==> config.mk <==
export PLATFORM = sky130hd
export DESIGN_NAME = shadowed_compare_unit
export DESIGN_NICKNAME = d
export VERILOG_FILES = /design/src/rtl/cmpu_pkg.sv /design/src/rtl/cmpu_ctrl.sv /design/src/rtl/cmpu_regslot.sv /design/src/rtl/cmpu_match.sv /design/src/rtl/shadowed_compare_unit.sv
export SDC_FILE = /design/constraint.sdc
export NUM_CORES = 1
export LEC_CHECK = 0
export BUFFER_PORTS_ARGS = -buffer_cell sky130_fd_sc_hd__buf_2
export CAP_MARGIN = 20
export CORE_MARGIN = 2
export CORE_UTILIZATION = 45
export CTS_BUF_LIST = sky130_fd_sc_hd__clkbuf_8
export DETAILED_ROUTE_END_ITERATION = 8
export HOLD_SLACK_MARGIN = 0.05
export PLACE_DENSITY = 0.8
export SKIP_CTS_REPAIR_TIMING = 1
export SLEW_MARGIN = 20
export SYNTH_ARGS = -nofsm -noshare
export SYNTH_HDL_FRONTEND = slang
export SYNTH_SLANG_ARGS = --single-unit
==> constraint.sdc <==
create_clock -name clk -period 1.8 [get_ports clk]
set_input_delay 0.09 -clock clk [delete_from_list [all_inputs] [get_ports clk]]
set_output_delay 0.09 -clock clk [all_outputs]
set_load 0.005 [all_outputs]
==> src/rtl/cmpu_pkg.sv <==
package cmpu_pkg;

   // Load-event selector held in control bits 2:1
   typedef enum logic [1:0] {
      LD_ZERO   = 2'b00,
      LD_PRD    = 2'b01,
      LD_BOTH   = 2'b10,
      LD_FREEZE = 2'b11
   } cmpu_ldmode_e;

   // Register map (word addresses)
   localparam int unsigned CMPU_A_CTRL = 0;
   localparam int unsigned CMPU_A_CMP  = 1;
   localparam int unsigned CMPU_A_HR   = 2;
   localparam int unsigned CMPU_A_MIR  = 3;
   localparam int unsigned CMPU_A_BOTH = 4;

   localparam int unsigned CMPU_CTRL_W = 3;

   function automatic logic cmpu_load_hit(input cmpu_ldmode_e m,
                                          input logic at_zero,
                                          input logic at_prd);
      logic hit;
      case (m)
         LD_ZERO: hit = at_zero;
         LD_PRD:  hit = at_prd;
         LD_BOTH: hit = at_zero | at_prd;
         default: hit = 1'b0;
      endcase
      return hit;
   endfunction

endpackage

==> src/rtl/cmpu_ctrl.sv <==
module cmpu_ctrl
   import cmpu_pkg::*;
(
   input  logic                   clk,
   input  logic                   rst_n,
   input  logic                   ctrl_wr,
   input  logic [CMPU_CTRL_W-1:0] ctrl_wdata,
   input  logic                   ctr_zero,
   input  logic                   ctr_prd,
   output logic                   shd_off,
   output cmpu_ldmode_e           ld_mode,
   output logic                   load_go
);

   always_ff @(posedge clk) begin
      if (!rst_n) begin
         shd_off <= 1'b0;
         ld_mode <= LD_ZERO;
      end else if (ctrl_wr) begin
         shd_off <= ctrl_wdata[0];
         ld_mode <= cmpu_ldmode_e'(ctrl_wdata[2:1]);
      end
   end

   // Transfers only happen while buffering is in force
   always_comb begin
      load_go = !shd_off && cmpu_load_hit(ld_mode, ctr_zero, ctr_prd);
   end

endmodule

==> src/rtl/cmpu_regslot.sv <==
module cmpu_regslot #(
   parameter int unsigned W          = 16,
   parameter bit          HAS_SHADOW = 1'b1
) (
   input  logic         clk,
   input  logic         rst_n,
   input  logic         wr_en,
   input  logic [W-1:0] wdata,
   input  logic         direct,
   input  logic         load_go,
   output logic [W-1:0] active,
   output logic [W-1:0] shadow,
   output logic [W-1:0] rd_val
);

   generate
      if (HAS_SHADOW) begin : g_buffered
         always_ff @(posedge clk) begin
            if (!rst_n) begin
               shadow <= '0;
            end else if (wr_en && !direct) begin
               shadow <= wdata;
            end
         end

         always_ff @(posedge clk) begin
            if (!rst_n) begin
               active <= '0;
            end else if (wr_en && direct) begin
               active <= wdata;
            end else if (load_go) begin
               active <= shadow;
            end
         end

         always_comb begin
            rd_val = direct ? active : shadow;
         end
      end else begin : g_direct_only
         always_ff @(posedge clk) begin
            if (!rst_n) begin
               active <= '0;
            end else if (wr_en) begin
               active <= wdata;
            end
         end

         always_comb begin
            shadow = active;
            rd_val = active;
         end
      end
   endgenerate

endmodule

==> src/rtl/cmpu_match.sv <==
module cmpu_match #(
   parameter int unsigned W = 16
) (
   input  logic         clk,
   input  logic         rst_n,
   input  logic [W-1:0] ctr,
   input  logic [W-1:0] ref_val,
   output logic         evt
);

   logic hit, hit_q;

   always_comb begin
      hit = (ctr == ref_val);
   end

   always_ff @(posedge clk) begin
      if (!rst_n) begin
         hit_q <= 1'b0;
         evt   <= 1'b0;
      end else begin
         hit_q <= hit;
         evt   <= hit && !hit_q;
      end
   end

endmodule

==> src/rtl/shadowed_compare_unit.sv <==
module shadowed_compare_unit
   import cmpu_pkg::*;
#(
   parameter int unsigned CMP_W      = 16,
   parameter int unsigned HR_W       = 8,
   parameter int unsigned BUS_W      = 32,
   parameter int unsigned ADDR_W     = 3,
   parameter bit          HAS_SHADOW = 1'b1
) (
   input  logic              clk,
   input  logic              rst_n,
   input  logic [ADDR_W-1:0] bus_addr,
   input  logic              bus_wen,
   input  logic [BUS_W-1:0]  bus_wdata,
   output logic [BUS_W-1:0]  bus_rdata,
   input  logic [CMP_W-1:0]  tb_ctr,
   input  logic              ctr_zero,
   input  logic              ctr_prd,
   output logic [CMP_W-1:0]  cmp_active,
   output logic [HR_W-1:0]   hr_active,
   output logic              cmp_evt
);

   localparam int unsigned LOW_PAD  = CMP_W - HR_W;
   localparam int unsigned HIGH_PAD = BUS_W - CMP_W;
   localparam logic [ADDR_W-1:0] A_CTRL = ADDR_W'(CMPU_A_CTRL);
   localparam logic [ADDR_W-1:0] A_CMP  = ADDR_W'(CMPU_A_CMP);
   localparam logic [ADDR_W-1:0] A_HR   = ADDR_W'(CMPU_A_HR);
   localparam logic [ADDR_W-1:0] A_MIR  = ADDR_W'(CMPU_A_MIR);
   localparam logic [ADDR_W-1:0] A_BOTH = ADDR_W'(CMPU_A_BOTH);

   generate
      if (BUS_W != 2 * CMP_W) begin : g_bad_bus
         $error("BUS_W must be twice CMP_W for the combined access");
      end
      if (HR_W == 0 || HR_W >= CMP_W) begin : g_bad_hr
         $error("HR_W must lie between 1 and CMP_W-1");
      end
      if (ADDR_W < 3) begin : g_bad_addr
         $error("ADDR_W must cover five register addresses");
      end
   endgenerate

   // Decode
   logic ctrl_wr, cmp_wr, hr_wr;
   logic [CMP_W-1:0] cmp_wdata;
   logic [HR_W-1:0]  hr_wdata;

   always_comb begin
      ctrl_wr   = bus_wen && (bus_addr == A_CTRL);
      cmp_wr    = bus_wen && (bus_addr == A_CMP || bus_addr == A_BOTH);
      hr_wr     = bus_wen && (bus_addr == A_HR || bus_addr == A_MIR ||
                              bus_addr == A_BOTH);
      cmp_wdata = (bus_addr == A_BOTH) ? bus_wdata[BUS_W-1 -: CMP_W]
                                       : bus_wdata[CMP_W-1:0];
      hr_wdata  = bus_wdata[CMP_W-1 -: HR_W];
   end

   // Control
   logic         shd_off;
   logic         load_go;
   cmpu_ldmode_e ld_mode;

   cmpu_ctrl u_ctrl (
      .clk        (clk),
      .rst_n      (rst_n),
      .ctrl_wr    (ctrl_wr),
      .ctrl_wdata (bus_wdata[CMPU_CTRL_W-1:0]),
      .ctr_zero   (ctr_zero),
      .ctr_prd    (ctr_prd),
      .shd_off    (shd_off),
      .ld_mode    (ld_mode),
      .load_go    (load_go)
   );

   // Storage
   logic [CMP_W-1:0] cmp_shadow, cmp_rd;
   logic [HR_W-1:0]  hr_shadow, hr_rd;

   cmpu_regslot #(.W(CMP_W), .HAS_SHADOW(HAS_SHADOW)) u_cmp_slot (
      .clk     (clk),
      .rst_n   (rst_n),
      .wr_en   (cmp_wr),
      .wdata   (cmp_wdata),
      .direct  (shd_off),
      .load_go (load_go),
      .active  (cmp_active),
      .shadow  (cmp_shadow),
      .rd_val  (cmp_rd)
   );

   cmpu_regslot #(.W(HR_W), .HAS_SHADOW(HAS_SHADOW)) u_hr_slot (
      .clk     (clk),
      .rst_n   (rst_n),
      .wr_en   (hr_wr),
      .wdata   (hr_wdata),
      .direct  (shd_off),
      .load_go (load_go),
      .active  (hr_active),
      .shadow  (hr_shadow),
      .rd_val  (hr_rd)
   );

   // Equality event
   cmpu_match #(.W(CMP_W)) u_match (
      .clk     (clk),
      .rst_n   (rst_n),
      .ctr     (tb_ctr),
      .ref_val (cmp_active),
      .evt     (cmp_evt)
   );

   // Read mux
   always_comb begin
      bus_rdata = '0;
      case (bus_addr)
         A_CTRL:  bus_rdata = {{(BUS_W-CMPU_CTRL_W){1'b0}}, ld_mode, shd_off};
         A_CMP:   bus_rdata = {{HIGH_PAD{1'b0}}, cmp_rd};
         A_HR:    bus_rdata = {{HIGH_PAD{1'b0}}, hr_rd, {LOW_PAD{1'b0}}};
         A_BOTH:  bus_rdata = {cmp_rd, hr_rd, {LOW_PAD{1'b0}}};
         default: bus_rdata = '0;
      endcase
   end

endmodule

**After elaboration in Yosys (flattened, before gate mapping)**

Index checks and enable logic that the tools add are counted.

- Register bits: 53
- Input bits: 56
- Output and inout port bits: 57
- Logic and storage cells: 43

- Equal/unequal tests: 7
- Mux-type cells: 9
- Bitwise logic cells: 1
- Reductions and logical operators: 18

Operators with widths:

| cell | number |
|---|---|
| $pmux W32 S4 | 1 |
| $mux W16 | 4 |
| $mux W8 | 3 |
| $eq A16 B16 Y1 | 1 |
| $logic_and A1 B1 Y1 | 9 |
| $eq A3 B2 Y1 const B | 2 |
| $reduce_bool A2 Y1 | 2 |
| $eq A3 B1 Y1 const B | 1 |
| $eq A3 B3 Y1 const B | 1 |
| $logic_not A3 Y1 | 1 |
| $logic_or A1 B1 Y1 | 3 |
| $pmux W1 S3 | 1 |
| $eq A2 B1 Y1 const B | 1 |
| $eq A2 B2 Y1 const B | 1 |
| $logic_not A1 Y1 | 2 |
| $logic_not A2 Y1 | 1 |
| $or A1 B1 Y1 | 1 |

**Logic depth before layout (Yosys ltp)**

- Depth in word-level cells: 6
- Gate-level depth with buffers: 7
- Depth with buffers taken out: 4

**Modules after synthesis**

Synthesis repeated with hierarchy kept, for this count alone.

- Cells, all modules: 361
- Area total of the unflattened synthesis: 3482.1 µm²

Modules (own cells, without submodules):

| module | instances | cells an instance | area an instance (µm²) | sequential area each (µm²) |
|---|---|---|---|---|
| cmpu_regslot at u_cmp_slot | 1 | 161 | 1539.0 | 640.6 |
| shadowed_compare_unit | 1 | 92 | 818.3 | 0.0 |
| cmpu_regslot at u_hr_slot | 1 | 71 | 759.5 | 320.3 |
| cmpu_match | 1 | 25 | 230.2 | 40.0 |
| cmpu_ctrl | 1 | 12 | 135.1 | 60.1 |

**Worst setup path after synthesis**

No wires, ideal clock.

- Kind: flip-flop to flip-flop
- Start: reg u_ctrl.ld_mode[1]
- End: reg u_cmp_slot.active[10]
- Library setup time: 0.095 ns
- Arrival: 1.354 ns
- Required time: 1.705 ns
- Path slack: 0.351 ns
- Stages on the path, launching flop included: 6
- Path buffers: 1
- Period minus slack after synthesis: 1.449 ns
- Cells stage by stage: dfxtp_1 > nand2b_1 > a211oi_2 > buf_2 > a21oi_1 > a221oi_1

- Longest elaborated chain between the ends: 4
- Elaborated cells on any way between the ends: 6
- Those cells by class: eq/ne (2); mux (1); reduce/logical (3)

Ends and longest elaborated chain:

| element | RTL line | source |
|---|---|---|
| start, declared | cmpu_ctrl.sv:11 | `output cmpu_ldmode_e ld_mode,` |
| start signal, assigned | cmpu_ctrl.sv:21 | `ld_mode <= cmpu_ldmode_e'(ctrl_wdata[2:1]);` |
| $eq A2 B2 Y1, or another cell as far along | cmpu_pkg.sv:24 | `case (m)` |
| $pmux W1 S3 * | cmpu_pkg.sv:24 |  |
| $logic_and A1 B1 Y1 * | cmpu_ctrl.sv:27 | `load_go = !shd_off && cmpu_load_hit(ld_mode, ctr_zero, ctr_prd);` |
| $reduce_bool A2 Y1 (no line) * | -- |  |
| end signal, assigned | cmpu_regslot.sv:30 | `active <= wdata;` |
| end signal, assigned | cmpu_regslot.sv:32 | `active <= shadow;` |
| end, declared | cmpu_regslot.sv:11 | `output logic [W-1:0] active,` |

Mark *: on every way between the ends. The rest lies on a longest branch, timed or not.
A chain may end at the register's enable or synchronous reset.

**Worst setup path in the final report**

- Start: reg u_ctrl.shd_off
- End: out bus_rdata[1]

- Longest elaborated chain between the ends: 2

Ends and longest elaborated chain:

| element | RTL line | source |
|---|---|---|
| start, declared | cmpu_ctrl.sv:10 | `output logic shd_off,` |
| start signal, assigned | cmpu_ctrl.sv:20 | `shd_off <= ctrl_wdata[0];` |
| $mux W16 | cmpu_regslot.sv:37 | `rd_val = direct ? active : shadow;` |
| $pmux W32 S4 | shadowed_compare_unit.sv:116 | `case (bus_addr)` |
| end, declared | shadowed_compare_unit.sv:15 | `output logic [BUS_W-1:0] bus_rdata,` |

Every way passes these cells.

==> results.json <==
{
  "netlist_area_um2": 3028,
  "yosysWarnings": 0,
  "synth_top_family_by_area": "compound AO/OA/AOI/OAI gates",
  "rsz0062_at_grt": "no",
  "cts_buffers": 5,
  "path_cells": "mux2i_1 -> a2111oi_1 -> buf_2",
  "avgSynthCellArea_um2": 8.676,
  "fin_skew_ps": 8.298,
  "cp_slowest_cell": "a2111oi_1",
  "min_delay_path_depth": 3,
  "root_buffer": "clkbuf_8",
  "r2r_slack_ps": 170,
  "leakage_nw": 1.577,
  "die_y_um": 86.03,
  "synthAdderAreaFrac_pct": 0,
  "seq_power_share_pct": 52.1,
  "hold_end": "u_hr_slot.shadow[3]",
  "hold_slack_ps": 35.12,
  "drv_cap": 0,
  "synth_ff_type": "dfxtp_1",
  "drv_slew": 0,
  "stdcell_count": 537,
  "min_from": "bus_wdata[11]",
  "yosys_register_bits": 53,
  "final_nets": 515,
  "die_x_um": 86.03,
  "startpoint_type": "flip-flop",
  "clock-sinks": 53,
  "antenna_cells": 0,
  "cts_tree": "built",
  "synthArstFlopShare_pct": 0,
  "max_stage_delay_ps": 490,
  "status": "finished, final reports clean",
  "drive_gt1_share_pct": 33.70,
  "drc": 0,
  "drtIter0Drc": 227,
  "synth_most_common_cell": "nor2_1",
  "grt_max_degree": 29,
  "synth_area_leaders": "dfxtp_1 35%, mux2i_1 14%, nor2_1 7.2%",
  "sw_frac_of_total_pct": 30.09,
  "synth_xor_area_share_pct": 4.917,
  "yosys.area_share.simple_pct": 19.75,
  "cp.arrival_ps": 1630,
  "min-delay-path-class": "in -> reg",
  "worst-path-buf-inv": 1,
  "clk_latency_ps": 320,
  "yosysSeqAreaShare_pct": 35.04,
  "start_util_pct": 47.15,
  "dp_hpwl_um": 6918,
  "core-area_um2": 6422,
  "dr.pass1.iters": 5,
  "ff_latch_area_um2": 1065,
  "cp.depth": 3,
  "ys_types": 45,
  "synth_fp_nets": 405,
  "overflow": 0,
  "crit_type": "reg -> out",
  "gp_congestion": 0.8868,
  "multiInputGateArea_um2": 1814,
  "max_freq_mhz": 581.4,
  "area_delta_synth_final_pct": 25.54,
  "timing.rr.end": "u_cmp_slot.active[12]",
  "placed_cells": 527,
  "globalRouteTotalUtil_pct": 24.72,
  "synthMuxAreaShare_pct": 14.59,
  "synth_edf_count": 0,
  "setup_viol": 0,
  "worst_pin_slew_ps": 951.6,
  "synthCells": 349,
  "htree_levels": 2,
  "p_comb_share_pct": 19.6,
  "io_pins": 113,
  "rr_startpoint": "u_ctrl.ld_mode[0]",
  "pwr-share-clk_pct": 28.3,
  "endpoint_kind": "output pin",
  "p_per_area_nw_per_um2": 641.5,
  "required_ps": 1710,
  "vias_per_cell": 5.868,
  "ant_nets": 0,
  "synth_compound_area_share_pct": 20.33,
  "ir_drop_v": 0.0003016,
  "worst-path-max-fanout": 14,
  "tns_ps": 0,
  "synth_common_cells": "58 x nor2_1, 53 x dfxtp_1, 43 x mux2i_1",
  "min_period_ps": 1720,
  "period_share_pct": 95.55,
  "num_vias": 3151,
  "synth_top_area_cell": "dfxtp_1",
  "antenna_found_initial": 0,
  "wl_per_cell_um": 17.15,
  "critPathTopFamily": "compound AO/OA/AOI/OAI gates",
  "port_buffers": 112,
  "fillers": 583,
  "maxSlewHeadroom_pct": 36.43,
  "grt_pass1_wl_um": 14440,
  "ctsLongestPathBuffers": 2,
  "yosys.area.top_type_share_pct": 35.04,
  "r2r_cells": 5,
  "die-area_um2": 7401,
  "internal_power_mw": 1.705,
  "grt_pass1_vias": 2880,
  "routed_wl_um": 9211,
  "power.switching_mw": 0.7337,
  "fp-row-count": 29,
  "path_clk_slew_ps": 100,
  "hold_violations": 0
}
## cell type report
class                      instances  share of cell area [%]
inverter                           1                 0.09875
tap                               77                   2.535
clock inverter                     3                  0.4937
sequential                        53                   28.01
timing repair buffer             129                   19.32
clock buffer                       5                   1.810
multi-input combinational        269                   47.73
## cells in the final DEF, fill, tap and decap left out, types with 3 or more instances in the layout
| cell type | count |
|---|---|
| a222oi_1 | 3 |
| nor3_1 | 4 |
| buf_2 | 112 |
| a22oi_1 | 4 |
| nor4_1 | 6 |
| o21bai_1 | 3 |
| buf_12 | 3 |
| xnor2_1 | 12 |
| nand2_1 | 36 |
| a311oi_2 | 7 |
| dfxtp_1 | 52 |
| a221oi_1 | 7 |
| nand3_1 | 8 |
| a31oi_1 | 6 |
| nand4_1 | 3 |
| nor2_1 | 58 |
| a211oi_2 | 3 |
| a21oi_1 | 16 |
| xor2_1 | 5 |
| clkbuf_8 | 5 |
| a211oi_1 | 6 |
| mux2i_1 | 41 |
| buf_4 | 11 |
| o22ai_1 | 12 |
| o21ai_0 | 6 |
## cells by family after synthesis
family / Yosys count
simple gates: 129
buf+inv: 27
flops: 53
mux: 44
xor+xnor: 17
compound gates: 79
## metrics by stage
stage / cell area, um^2 / util, % / power, mW / worst slack (ps)
floorplan: 3028 / - / 1.569 / 351.1
global placement: 3677 / 57.26 / 1.750 / 161.9
detailed placement: 3677 / 57.26 / 1.764 / 64.18
CTS: 3765 / 58.62 / 2.430 / -70.72
global route: 3801 / 59.19 / 2.528 / 41.21
finish: 3801 / 59.19 / 2.439 / 80.12
## power groups by stage
| stage | sequential (mW) | combinational [mW] | clock, mW |
|---|---|---|---|
| floorplan | 1.29 | 0.283 | 0 |
| global placement | 1.30 | 0.455 | 0 |
| detailed placement | 1.30 | 0.467 | 0 |
| CTS | 1.27 | 0.469 | 0.691 |
| global route | 1.28 | 0.517 | 0.733 |
| finish | 1.27 | 0.478 | 0.691 |
## registers in the layout, indices dropped and copies added (netlist names)
name               cells
u_cmp_slot.shadow     16
u_ctrl.shd_off         1
u_match.hit_q          1
u_match.evt            1
u_cmp_slot.active     16
u_hr_slot.shadow       8
u_hr_slot.active       8
u_ctrl.ld_mode         2
## how the worst max path moves through the flow
stage	from	endpoint
floorplan	u_ctrl.ld_mode[1]	u_cmp_slot.active[10]
global placement	bus_addr[0]	u_cmp_slot.active[15]
detailed placement	bus_addr[0]	u_cmp_slot.active[7]
CTS	u_ctrl.shd_off	bus_rdata[11]
global route	u_ctrl.shd_off	bus_rdata[2]
finish	u_ctrl.shd_off	bus_rdata[1]
## tightest hold or removal path: cells and delay by family
kind	cells	cell delay, ps
buf+inv	1	100
mux	1	60
simple gates	1	80
## metal layers
metal	global-route usage (%)	share of wire [%]	routed length [um]
met5	0	0	0
met1	32.88	43	3917
met4	7.792	1.3	124
met3	5.486	8.7	804
met2	39.89	47	4363
(Power assumes the default switching activity.)
